$ cat config.mk
export PLATFORM = sky130hd
export DESIGN_NAME = ser_embed_clk
export DESIGN_NICKNAME = d
export VERILOG_FILES = /design/src/rtl/ser_frame_pkg.sv /design/src/rtl/ser_bit_timer.sv /design/src/rtl/ser_ready_timer.sv /design/src/rtl/ser_payload_sel.sv /design/src/rtl/ser_shifter.sv /design/src/rtl/ser_embed_clk.sv
export SDC_FILE = /design/constraint.sdc
export NUM_CORES = 1
export LEC_CHECK = 0
export BUFFER_PORTS_ARGS = -buffer_cell sky130_fd_sc_hd__buf_2
export CAP_MARGIN = 20
export CORE_ASPECT_RATIO = 1.1
export CORE_MARGIN = 2
export CORE_UTILIZATION = 50
export CTS_BUF_LIST = sky130_fd_sc_hd__clkbuf_4 sky130_fd_sc_hd__clkbuf_8 sky130_fd_sc_hd__clkbuf_16
export DETAILED_ROUTE_END_ITERATION = 7
export PLACE_DENSITY_LB_ADDON = 0.3
export SYNTH_ARGS = -nofsm -noshare
export SYNTH_HDL_FRONTEND = slang
export SYNTH_SLANG_ARGS = --single-unit
$ cat constraint.sdc
create_clock -name clk_i -period 3.46 [get_ports clk_i]
set_input_delay 0 -clock clk_i [delete_from_list [all_inputs] [get_ports clk_i]]
set_output_delay 0 -clock clk_i [all_outputs]
set_load 0.01 [all_outputs]
$ cat src/rtl/ser_frame_pkg.sv
package ser_frame_pkg;
  localparam logic OPEN_LVL  = 1'b1;
  localparam logic CLOSE_LVL = 1'b0;

  typedef enum logic {SRC_WORD, SRC_TRAIN} payload_src_e;
endpackage

$ cat src/rtl/ser_bit_timer.sv
module ser_bit_timer #(
  parameter int unsigned FRAME_W = 20,
  localparam int unsigned SW = $clog2(FRAME_W)
) (
  input  logic          clk_i,
  input  logic          rst_ni,
  input  logic          run_i,
  output logic          wrap_o,
  output logic [SW-1:0] slot_o
);
  logic [SW-1:0] slot_q;

  assign wrap_o = run_i && (slot_q == SW'(FRAME_W - 1));
  assign slot_o = slot_q;

  always_ff @(posedge clk_i or negedge rst_ni) begin
    if (!rst_ni)      slot_q <= '0;
    else if (!run_i)  slot_q <= '0;
    else if (wrap_o)  slot_q <= '0;
    else              slot_q <= slot_q + 1'b1;
  end
endmodule

$ cat src/rtl/ser_ready_timer.sv
module ser_ready_timer #(
  parameter int unsigned READY_WORDS = 1024,
  localparam int unsigned RW = (READY_WORDS > 1) ? $clog2(READY_WORDS) : 1
) (
  input  logic clk_i,
  input  logic rst_ni,
  input  logic run_i,
  input  logic wrap_i,
  output logic ready_o
);
  logic [RW-1:0] cnt_q;
  logic          rdy_q;

  always_ff @(posedge clk_i or negedge rst_ni) begin
    if (!rst_ni) begin
      cnt_q <= '0;
      rdy_q <= 1'b0;
    end else if (!run_i) begin
      cnt_q <= '0;
      rdy_q <= 1'b0;
    end else if (wrap_i && !rdy_q) begin
      if (cnt_q == RW'(READY_WORDS - 1)) rdy_q <= 1'b1;
      else                               cnt_q <= cnt_q + 1'b1;
    end
  end

  assign ready_o = rdy_q;
endmodule

$ cat src/rtl/ser_payload_sel.sv
module ser_payload_sel
  import ser_frame_pkg::*;
#(
  parameter int unsigned DATA_W   = 18,
  parameter int unsigned SYNC_MIN = 6,
  localparam int unsigned LW = $clog2(SYNC_MIN + 1),
  localparam logic [DATA_W-1:0] TRAIN =
    {{(DATA_W - DATA_W/2){1'b0}}, {(DATA_W/2){1'b1}}}
) (
  input  logic              clk_i,
  input  logic              rst_ni,
  input  logic              run_i,
  input  logic              wrap_i,
  input  logic              stb_i,
  input  logic [DATA_W-1:0] data_i,
  input  logic              sync_i,
  output logic [DATA_W-1:0] payload_o
);
  logic [DATA_W-1:0] hold_q;
  logic [LW-1:0]     left_q;
  payload_src_e      src;

  // sync seen now or a training burst still owed
  assign src       = (sync_i || left_q != '0) ? SRC_TRAIN : SRC_WORD;
  assign payload_o = (src == SRC_TRAIN) ? TRAIN : hold_q;

  always_ff @(posedge clk_i or negedge rst_ni) begin
    if (!rst_ni)                       hold_q <= '0;
    else if (run_i && stb_i && !sync_i) hold_q <= data_i;
  end

  always_ff @(posedge clk_i or negedge rst_ni) begin
    if (!rst_ni)                      left_q <= '0;
    else if (!run_i)                  left_q <= '0;
    else if (wrap_i) begin
      if (sync_i)                     left_q <= LW'(SYNC_MIN - 1);
      else if (left_q != '0)          left_q <= left_q - 1'b1;
    end
  end
endmodule

$ cat src/rtl/ser_shifter.sv
module ser_shifter
  import ser_frame_pkg::*;
#(
  parameter int unsigned DATA_W = 18,
  localparam int unsigned FRAME_W = DATA_W + 2
) (
  input  logic              clk_i,
  input  logic              rst_ni,
  input  logic              run_i,
  input  logic              wrap_i,
  input  logic [DATA_W-1:0] payload_i,
  output logic              line_o
);
  logic [FRAME_W-1:0] frame_q;

  always_ff @(posedge clk_i or negedge rst_ni) begin
    if (!rst_ni)      frame_q <= '0;
    else if (!run_i)  frame_q <= '0;
    else if (wrap_i)  frame_q <= {CLOSE_LVL, payload_i, OPEN_LVL};
    else              frame_q <= {1'b0, frame_q[FRAME_W-1:1]};
  end

  assign line_o = frame_q[0];
endmodule

$ cat src/rtl/ser_embed_clk.sv
module ser_embed_clk #(
  parameter int unsigned DATA_W      = 18,
  parameter int unsigned READY_WORDS = 1024,
  parameter int unsigned SYNC_MIN    = 6
) (
  input  logic              clk_i,
  input  logic              rst_ni,
  input  logic [DATA_W-1:0] data_i,
  input  logic              word_stb_i,
  input  logic              sync_i,
  input  logic              den_i,
  input  logic              pwr_ni,
  output logic              ser_o,
  output logic              oe_o
);
  localparam int unsigned FRAME_W = DATA_W + 2;
  localparam int unsigned SW      = $clog2(FRAME_W);

  logic              wrap_w;
  logic [SW-1:0]     slot_w;
  logic              ready_w;
  logic              line_w;
  logic [DATA_W-1:0] payload_w;

  ser_bit_timer #(.FRAME_W(FRAME_W)) u_timer (
    .clk_i, .rst_ni, .run_i(pwr_ni), .wrap_o(wrap_w), .slot_o(slot_w)
  );

  ser_ready_timer #(.READY_WORDS(READY_WORDS)) u_ready (
    .clk_i, .rst_ni, .run_i(pwr_ni), .wrap_i(wrap_w), .ready_o(ready_w)
  );

  ser_payload_sel #(.DATA_W(DATA_W), .SYNC_MIN(SYNC_MIN)) u_pay (
    .clk_i, .rst_ni, .run_i(pwr_ni), .wrap_i(wrap_w), .stb_i(word_stb_i),
    .data_i, .sync_i, .payload_o(payload_w)
  );

  ser_shifter #(.DATA_W(DATA_W)) u_shift (
    .clk_i, .rst_ni, .run_i(pwr_ni), .wrap_i(wrap_w),
    .payload_i(payload_w), .line_o(line_w)
  );

  assign oe_o  = ready_w && den_i && pwr_ni;
  assign ser_o = oe_o && line_w;
endmodule

======== After elaboration in Yosys (flattened, before gate mapping) ========
Index checks and enable logic that the tools add are counted.
word-level totals
  flip-flop bits (word level) ............. 57
  bits of input ports ..................... 24
  logic and storage cells ................. 46
operators by class
  add/sub/neg operators ................... 3
  equality and inequality tests ........... 7
  mux-type cells .......................... 16
  reductions and logical operators ........ 14
operators by type and width
  kind                                                                number
  19-bit two-way mux                                                  2
  10-bit two-way mux                                                  3
  18-bit two-way mux                                                  1
  3-bit two-way mux                                                   4
  10-bit by 1-bit adder with 10-bit output, second input constant     1
  10-bit == test, second input constant                               1
  5-bit two-way mux                                                   2
  1-bit logical AND                                                   7
  2-bit by 1-bit != test with 1-bit output, second input constant     3
  2-bit AND reduction                                                 3
  5-bit by 1-bit adder with 5-bit output, second input constant       1
  5-bit == test, second input constant                                1
  1-bit two-way mux                                                   4
  3-bit by 2-bit != test with 1-bit output, second input constant     1
  3-bit nonzero test                                                  1
  3-bit by 1-bit subtractor with 3-bit output, second input constant  1
  1-bit logical NOT                                                   2
  2-bit != test, second input constant                                1
  1-bit logical OR                                                    1

======== Depth between registers and ports, before layout ========
Gate-level depths: netlist (run 1).
  word-level depth ........................ 6
  depth in mapped cells ................... 7
  depth with buffers taken out ............ 6

======== Hierarchy ========
From an unflattened synthesis (run 1), not the netlist that was laid out.
unflattened totals
  cell total of the unflattened synthesis .. 235
  area total of the unflattened synthesis .. 2,855.2 um^2
modules (own cells, without submodules)
  module           times used  cells an instance  area each (um^2)  sequential area each (um^2)
  ser_payload_sel  1           79                 1,066.0           525.5
  ser_shifter      1           58                 802.0             475.5
  ser_ready_timer  1           73                 714.4             275.3
  ser_bit_timer    1           23                 256.5             125.1
  ser_embed_clk    1           2                  16.3              0.0

======== Least setup slack after synthesis (run 1) ========
No wires, ideal clock.
  path type ............................... register -> register
  start ................................... register u_timer.slot_q[0], in the netlist u_timer.slot_o[0]
  end ..................................... register u_ready.cnt_q[9]
  library setup time ...................... 0.078 ns
  arrival time ............................ 1.636 ns
  data required time ...................... 3.382 ns
  slack ................................... 1.746 ns
  cell stages (with the launch flop) ...... 7
  path buffers ............................ 1
  period minus slack after synthesis ...... 1.714 ns
  path through ............................ dfrtp_1 -> ha_1 -> and4bb_1 -> buf_6 -> o311ai_4 -> or4_1 -> a21oi_1
between the ends
  word-level cells in the longest chain between the ends .. 5
RTL lines
  item                                                line                   source
  from (decl)                                         ser_bit_timer.sv:11    logic [SW-1:0] slot_q;
  from (signal assigned)                              ser_bit_timer.sv:20    else slot_q <= slot_q + 1'b1;
  5-bit == test                                       ser_bit_timer.sv:13    assign wrap_o = run_i && (slot_q == SW'(FRAME_W - 1));
  1-bit logical AND                                   ser_bit_timer.sv:13
  1-bit logical AND                                   ser_ready_timer.sv:21  end else if (wrap_i && !rdy_q) begin
  2-bit by 1-bit != test with 1-bit output (no line)  --
  2-bit AND reduction (no line)                       --
  to (signal assigned)                                ser_ready_timer.sv:23  else cnt_q <= cnt_q + 1'b1;
  to (decl)                                           ser_ready_timer.sv:11  logic [RW-1:0] cnt_q;
Every way passes these cells.
A chain may end at the register's enable or synchronous reset.

======== Worst setup path after layout (run 1) ========
Ends and elaborated chain as after synthesis.

==> qor.yml, run 1 <==
run_status:
  status: "complete, no violations"
worst_hold_path:
  hp-class: "input port to flip-flop"
synthesis:
  synthFlopType: "dfrtp_1"
  synth_warnings: 0
  syn_area_um2: 2400
  synth_edf_count: 0
  syn-num-nets: 220
  synthesis.area_per_instance_um2: 12.5
  seq_area_frac_synth_pct: 58.4
  ys_ff_latch: 56
  synth_cell_types: 43
  syn_inst: 192
  ys_async_sr_fraction_pct: 100
timing:
  fin_crit_ns: 2.38
  fin_skew_ns: 0.00520
  worst_slack_ns: 1.08
  tightestPinTransition_ns: 0.906
  rsz0062_at_grt: "false"
  fmax_mhz: 421
  relSlewSlack_pct: 39.4
  fin_crit_sh_pct: 68.7
  final-hold-violation-count: 0
  setup_tns_ns: 0
  setup_viol_count_final: 0
  slew_violations: 0
grt:
  antenna_found_initial: 0
  overflow: 0
  globalRouteTotalUtil_pct: 17.7
  grt_pass1_vias: 1591
  grt_max_degree: 57
  grt_pass1_wl_um: 7570
clocking:
  cts.sinks: 56
  cts_tree: "done"
  clock_path_buffers: 2
  clk_pin_slew_ns: 0.10
  cts_resized: 0
  cts_buffers: 5
  clock_latency_ns: 0.31
  cts-root-buf: "clkbuf_8"
  cts.htree.levels: 2
pwr:
  pwr-share-seq_pct: 60.6
  switching_share_pct: 23.4
  power.total_mw: 1.19
  p_per_area_nw_per_um2: 416
  p_int_mw: 0.908
  peakVddDrop_v: 0.000308
  combPwrFrac_pct: 8.5
  p_switching_mw: 0.278
  clock_power_share_pct: 30.9
  leakagePower_nw: 1.26
route:
  viasPerCell: 5.60
  vias: 1642
  wire_per_inst_um: 14.5
  drt_iter0_markers: 67
  drtPass1Iterations: 4
  drc: 0
  wl_um: 4240
  final_antenna_net_count: 0
floorplan:
  die_w_um: 70.1
  initial_core_util_pct: 52.0
  design.die.area_um2: 5370
  rows: 26
  ios: 26
  core_um2: 4620
  die_y_um: 76.7
worst_setup_path:
  rr_worst_depth: 5
  critPathLaunch: "u_timer.slot_o[0]$_DFF_PN0_"
  critPathRequiredTime_ns: 3.69
  worstSetupEndpoint: "u_ready.cnt_q[9]$_DFFE_PN0P_"
  critPathArrivalTime_ns: 2.60
  worstReg2RegEnd: "u_ready.cnt_q[9]$_DFFE_PN0P_"
  cp_max_fo: 16
  rrSetupSlack_ns: 1.08
  slowest_delay_ns: 0.64
  cpMaxStageDelayCell: "and4bb_1"
  setup.worst_path.class: "flip-flop to flip-flop"
  critPathLaunchType: "flip-flop"
  rr_startpoint: "u_timer.slot_o[0]$_DFF_PN0_"
  cp-end-kind: "flip-flop"
  crit_chain: "ha_1 -> and4bb_1 -> o311ai_4 -> or4_1 -> a21oi_1"
cells_and_area:
  drive_gt1_share_pct: 27.4
  diodes: 0
  final_nets: 264
  area_delta_synth_final_pct: 18.7
  fillers: 374
  final_cell_mix: "dfrtp_1 (56), buf_2 (25), dlygate4sd3_1 (20)"
  layout_commonest_cell: "dfrtp_1"
place:
  dpl.hpwl_um: 2620
  port_buffers: 25
  gp_congestion: 0.729
  pre_cts_ws_ns: 1.09
flow_run:
  maxCapViolCount: 0
## critical path, delay by kind of cell (launching register included)
family,cells,cell delay [ns]
AO/OA/AOI/OAI,2,0.47
AND/OR/NAND/NOR,2,1.20
adder cells (fa/ha/maj),1,0.24
flip-flops,1,0.38
## logic make-up after synthesis
group / synth area share, %
AND/OR/NAND/NOR: 12.4
buffers and inverters: 3.02
adder cells (fa/ha/maj): 2.09
AO/OA/AOI/OAI: 14.1
flip-flops: 58.4
multiplexers: 8.86
XOR/XNOR: 1.10
## layer usage
metal | track usage [%] | vias to the layer above | share of wire [%]
met5 | 0 | - | 0
met4 | 5.96 | 0 | 1.3
met3 | 4.07 | 6 | 3.1
met2 | 28.6 | 31 | 47
met1 | 23.6 | 816 | 48
li1 | - | 789 | -
## sequential cells by signal, summed over array words and instances (netlist names)
name and cells:
u_pay.hold_q 18, u_timer.slot_o 5, u_ready.ready_o 1, u_shift.frame_q 19, u_pay.left_q 3, u_ready.cnt_q 10
## through the flow
step                      cell area (um^2)  hold WS (ns)  std cells  util [%]
final                                 2850        0.0741        293      61.7
after global routing                  2850        0.0857        293      61.7
after CTS                             2840       0.00615        292      61.5
after detailed placement              2560         0.186        265      55.3
after global placement                2560         0.174        265      55.3
after floorplan                       2400        -0.296        192         -
## worst min path at each step
stage               startpoint                            to  slack (ns)  cells after the start
floorplan               rst_ni   u_pay.hold_q[0]$_DFFE_PN0P_       -0.30                      0
global placement        rst_ni  u_ready.cnt_q[3]$_DFFE_PN0P_        0.17                      2
detailed placement      rst_ni  u_ready.cnt_q[4]$_DFFE_PN0P_        0.19                      2
CTS                     sync_i   u_pay.left_q[1]$_DFFE_PN0P_       0.006                      3
global route            pwr_ni  u_ready.cnt_q[7]$_DFFE_PN0P_        0.09                      2
finish                  pwr_ni  u_ready.cnt_q[7]$_DFFE_PN0P_        0.07                      2
## power by group through the flow
stage               registers (mW)  logic [mW]  clock network, mW
finish                       0.719       0.101              0.366
global route                 0.726       0.112              0.403
CTS                          0.719       0.101              0.374
detailed placement           0.733      0.0853                  0
global placement             0.730      0.0824                  0
floorplan                    0.725      0.0516                  0
## final cells by class
cell class | instances | area (um^2) | area share [%]
Tap cell | 56 | 70.1 | 2.46
Inverter | 7 | 26.3 | 0.922
Clock inverter | 2 | 16.3 | 0.571
Clock buffer | 6 | 76.3 | 2.68
Multi-Input combinational cell | 120 | 926 | 32.5
Timing Repair Buffer | 46 | 333 | 11.7
Sequential cell | 56 | 1400 | 49.2
## timing repair
item                      in CTS  in global routing
hold endpoints to repair      74                  1
buffers inserted               0                  0
hold buffers                  19                  1
## cells in the mapped netlist (2+ instances only)
| cell type | instances | area, um^2 |
|---|---|---|
| dfrtp_1 | 56 | 1400 |
| mux2_2 | 18 | 203 |
| a21oi_1 | 9 | 45.0 |
| nand2_1 | 9 | 33.8 |
| nor2_1 | 9 | 33.8 |
| o221a_2 | 9 | 101 |
| a22o_1 | 8 | 70.1 |
| nand3_1 | 8 | 40.0 |
| o21ai_0 | 7 | 35.0 |
| inv_1 | 6 | 22.5 |
| or3_1 | 5 | 31.3 |
| buf_2 | 4 | 20.0 |
| clkbuf_1 | 4 | 15.0 |
| ha_1 | 4 | 50.1 |
| and2_1 | 3 | 18.8 |
| and3_1 | 3 | 18.8 |
| nor4_2 | 2 | 25.0 |
| or4_1 | 2 | 15.0 |
| xnor2_1 | 2 | 17.5 |
No activity file was read; power rests on OpenSTA's default activity.
==> run 2, diff against run 1 <==
clock period = 2.3 ns   (was 3.46 ns; I/O delays follow)
==> qor.yml, run 2 (synthesized netlist as in run 1, its figures left out) <==
timing:
  rsz0062_at_grt: "false"
  relSlewSlack_pct: 61.6  # +22 points
  tightestPinTransition_ns: 0.575  # -0.331 ns
  fmax_mhz: 531  # +26%
  worst_slack_ns: 0.418  # -0.664 ns
  slew_violations: 0  # unchanged
  final-hold-violation-count: 0  # unchanged
  fin_crit_sh_pct: 81.8  # +13 points
  fin_crit_ns: 1.88  # -0.496 ns
  fin_skew_ns: 0.00659  # +0.00139 ns
  setup_viol_count_final: 0  # unchanged
  setup_tns_ns: 0  # unchanged
worst_setup_path:
  cp_max_fo: 15  # -1
  rrSetupSlack_ns: 0.42  # -0.66 ns
  worstReg2RegEnd: "u_ready.cnt_q[9]$_DFFE_PN0P_"
  critPathRequiredTime_ns: 2.54  # -1.15 ns
  cpMaxStageDelayCell: "or4_1"
  setup.worst_path.class: "flip-flop to flip-flop"
  slowest_delay_ns: 0.54  # -0.10 ns
  crit_chain: "ha_1 -> and4bb_1 -> o311ai_4 -> or4_1 -> a21oi_1"
  rr_worst_depth: 5  # unchanged
  critPathLaunchType: "flip-flop"
  cp-end-kind: "flip-flop"
  critPathArrivalTime_ns: 2.12  # -0.48 ns
  rr_startpoint: "u_timer.slot_o[0]$_DFF_PN0_"
cells_and_area:
  layout_commonest_cell: "dfrtp_1"
  largest_register_ffs: 19  # unchanged
  final_nets: 270  # +2.3%
  largest-register: "u_shift.frame_q"
  final_cell_mix: "dfrtp_1 (56), buf_2 (25), dlygate4sd3_1 (19)"
  diodes: 0  # unchanged
  reg_top3: "u_shift.frame_q x19, u_pay.hold_q x18, u_ready.cnt_q x10"
  fin_cells: 299  # +2.0%
  drive_gt1_share_pct: 29.6  # +2.2 points
  area_delta_synth_final_pct: 21.3
run_status:
  status: "complete, no violations"
worst_hold_path:
  hold_depth: 3  # +1
  hp-start: "sync_i"
  hp-class: "input port to flip-flop"
  worst_hold_path.endpoint: "u_pay.left_q[1]$_DFFE_PN0P_"
pwr:
  p_int_mw: 1.38  # +52%
  p_per_area_nw_per_um2: 616  # +48%
  pwr-share-seq_pct: 60.4  # -0.2 points
  peakVddDrop_v: 0.000505  # +64%
  leakagePower_nw: 1.31  # +3.5%
  power.total_mw: 1.79  # +51%
  combPwrFrac_pct: 8.9  # +0.4 points
  clock_power_share_pct: 30.7  # -0.2 points
  switching_share_pct: 22.8  # -0.60 points
  p_switching_mw: 0.410  # +47%
route:
  drt_iter0_markers: 80  # +19%
  final_antenna_net_count: 0  # unchanged
  wl_um: 4490  # +6.0%
  vias: 1682  # +2.4%
  wl_met2_um: 2290  # +15%
  met3WireLength_um: 138  # +3.8%
  highest_layer: "met4"
  met1Wirelength_um: 1980  # -3.3%
  wire_per_inst_um: 15.0  # +3.9%
  viasPerCell: 5.63  # +0.38%
  drtPass1Iterations: 6  # +2
  drc: 0  # unchanged
floorplan:
  initial_core_util_pct: 52.0  # unchanged
  core_um2: 4620  # unchanged
  die_y_um: 76.7  # unchanged
  ios: 26  # unchanged
  rows: 26  # unchanged
  design.die.area_um2: 5370  # unchanged
  die_w_um: 70.1  # unchanged
place:
  pre_cts_ws_ns: 0.419  # -0.668 ns
  port_buffers: 25  # unchanged
  gp_congestion: 0.757  # +3.9%
  dpl.cell_count: 271  # +2.3%
  dpl.hpwl_um: 2940  # +12%
clocking:
  cts_tree: "done"
  cts_buffers: 5  # unchanged
  cts_setup_buffers: 0  # unchanged
  cts_resized: 0  # unchanged
  cts-root-buf: "clkbuf_8"
  clock_path_buffers: 2  # unchanged
  clock_latency_ns: 0.31  # about the same
  cts.htree.levels: 2  # unchanged
  cts.sinks: 56  # unchanged
  clk_pin_slew_ns: 0.10  # about the same
  hold_buffers: 19  # unchanged
grt:
  grt_max_degree: 47  # -18%
  antenna_found_initial: 0  # unchanged
  overflow: 0  # unchanged
  grt_pass1_wl_um: 8080  # +6.7%
  grt_pass1_vias: 1759  # +11%
  globalRouteTotalUtil_pct: 19.0  # +1.3 points
flow_run:
  maxCapViolCount: 0  # unchanged
-- run 2: changes by cell type in the layout (fill, tap and decap cells not counted) --
cell           previous run  this run
clkinv_4                  1         0
clkbuf_4                  1         0
clkinvlp_4                1         0
buf_4                     1         7
dlygate4sd3_1            20        19
clkbuf_8                  5         6
buf_16                    0         1
clkinv_2                  0         2
-- run 2: per-layer routing --
| layer | up-vias | GRT usage, % |
|---|---|---|
| li1 | 801 | - |
| met1 | 841 | 24.0 |
| met2 | 33 | 32.2 |
| met3 | 7 | 4.07 |
| met4 | 0 | 6.92 |
| met5 | - | 0 |
-- run 2: critical path: cells and delay by family, from the launching register on --
kind            cells  cell delay (ns)
fa+ha+maj           1             0.24
compound gates      2             0.37
simple gates        2             0.82
flops               1             0.39
-- run 2: cell type report --
| type | instances | area [um^2] |
|---|---|---|
| clock buffer | 6 | 82.6 |
| clock inverter | 2 | 10.0 |
| fill | 362 | 1710 |
| inverter | 7 | 26.3 |
| multi-input combinational | 120 | 926 |
| sequential | 56 | 1400 |
| tap | 56 | 70.1 |
| timing repair buffer | 52 | 395 |
-- run 2: worst max-delay path by stage --
| stage | depth (start not counted) | end | start | slack [ns] |
|---|---|---|---|---|
| 4_1_cts | 5 | u_ready.cnt_q[9]$_DFFE_PN0P_ | u_timer.slot_o[0]$_DFF_PN0_ | 0.40 |
| 3_3_place_gp | 5 | u_ready.cnt_q[9]$_DFFE_PN0P_ | u_timer.slot_o[0]$_DFF_PN0_ | 0.49 |
| 3_5_place_dp | 5 | u_ready.cnt_q[9]$_DFFE_PN0P_ | u_timer.slot_o[0]$_DFF_PN0_ | 0.42 |
| 5_1_grt | 5 | u_ready.cnt_q[8]$_DFFE_PN0P_ | u_timer.slot_o[0]$_DFF_PN0_ | 0.26 |
| 6_report | 5 | u_ready.cnt_q[9]$_DFFE_PN0P_ | u_timer.slot_o[0]$_DFF_PN0_ | 0.42 |
| 2_1_floorplan | 6 | u_ready.cnt_q[9]$_DFFE_PN0P_ | u_timer.slot_o[0]$_DFF_PN0_ | 0.59 |
-- run 2: per-stage QoR --
| step | hold WS (ns) | cell area, um^2 | utilization (%) |
|---|---|---|---|
| finish | 0.0113 | 2910 | 63.0 |
| global route | 0.0277 | 2910 | 63.0 |
| CTS | 0.00191 | 2880 | 62.4 |
| detailed placement | 0.229 | 2600 | 56.3 |
| global placement | 0.225 | 2600 | 56.3 |
| floorplan | -0.296 | 2400 | - |
-- run 2: power by group through the flow --
stage	sequential [mW]	combinational [mW]	clock (mW)
after floorplan	1.09	0.0776	0
after global placement	1.10	0.128	0
after detailed placement	1.10	0.132	0
after CTS	1.08	0.156	0.568
after global routing	1.09	0.181	0.608
final	1.08	0.160	0.551
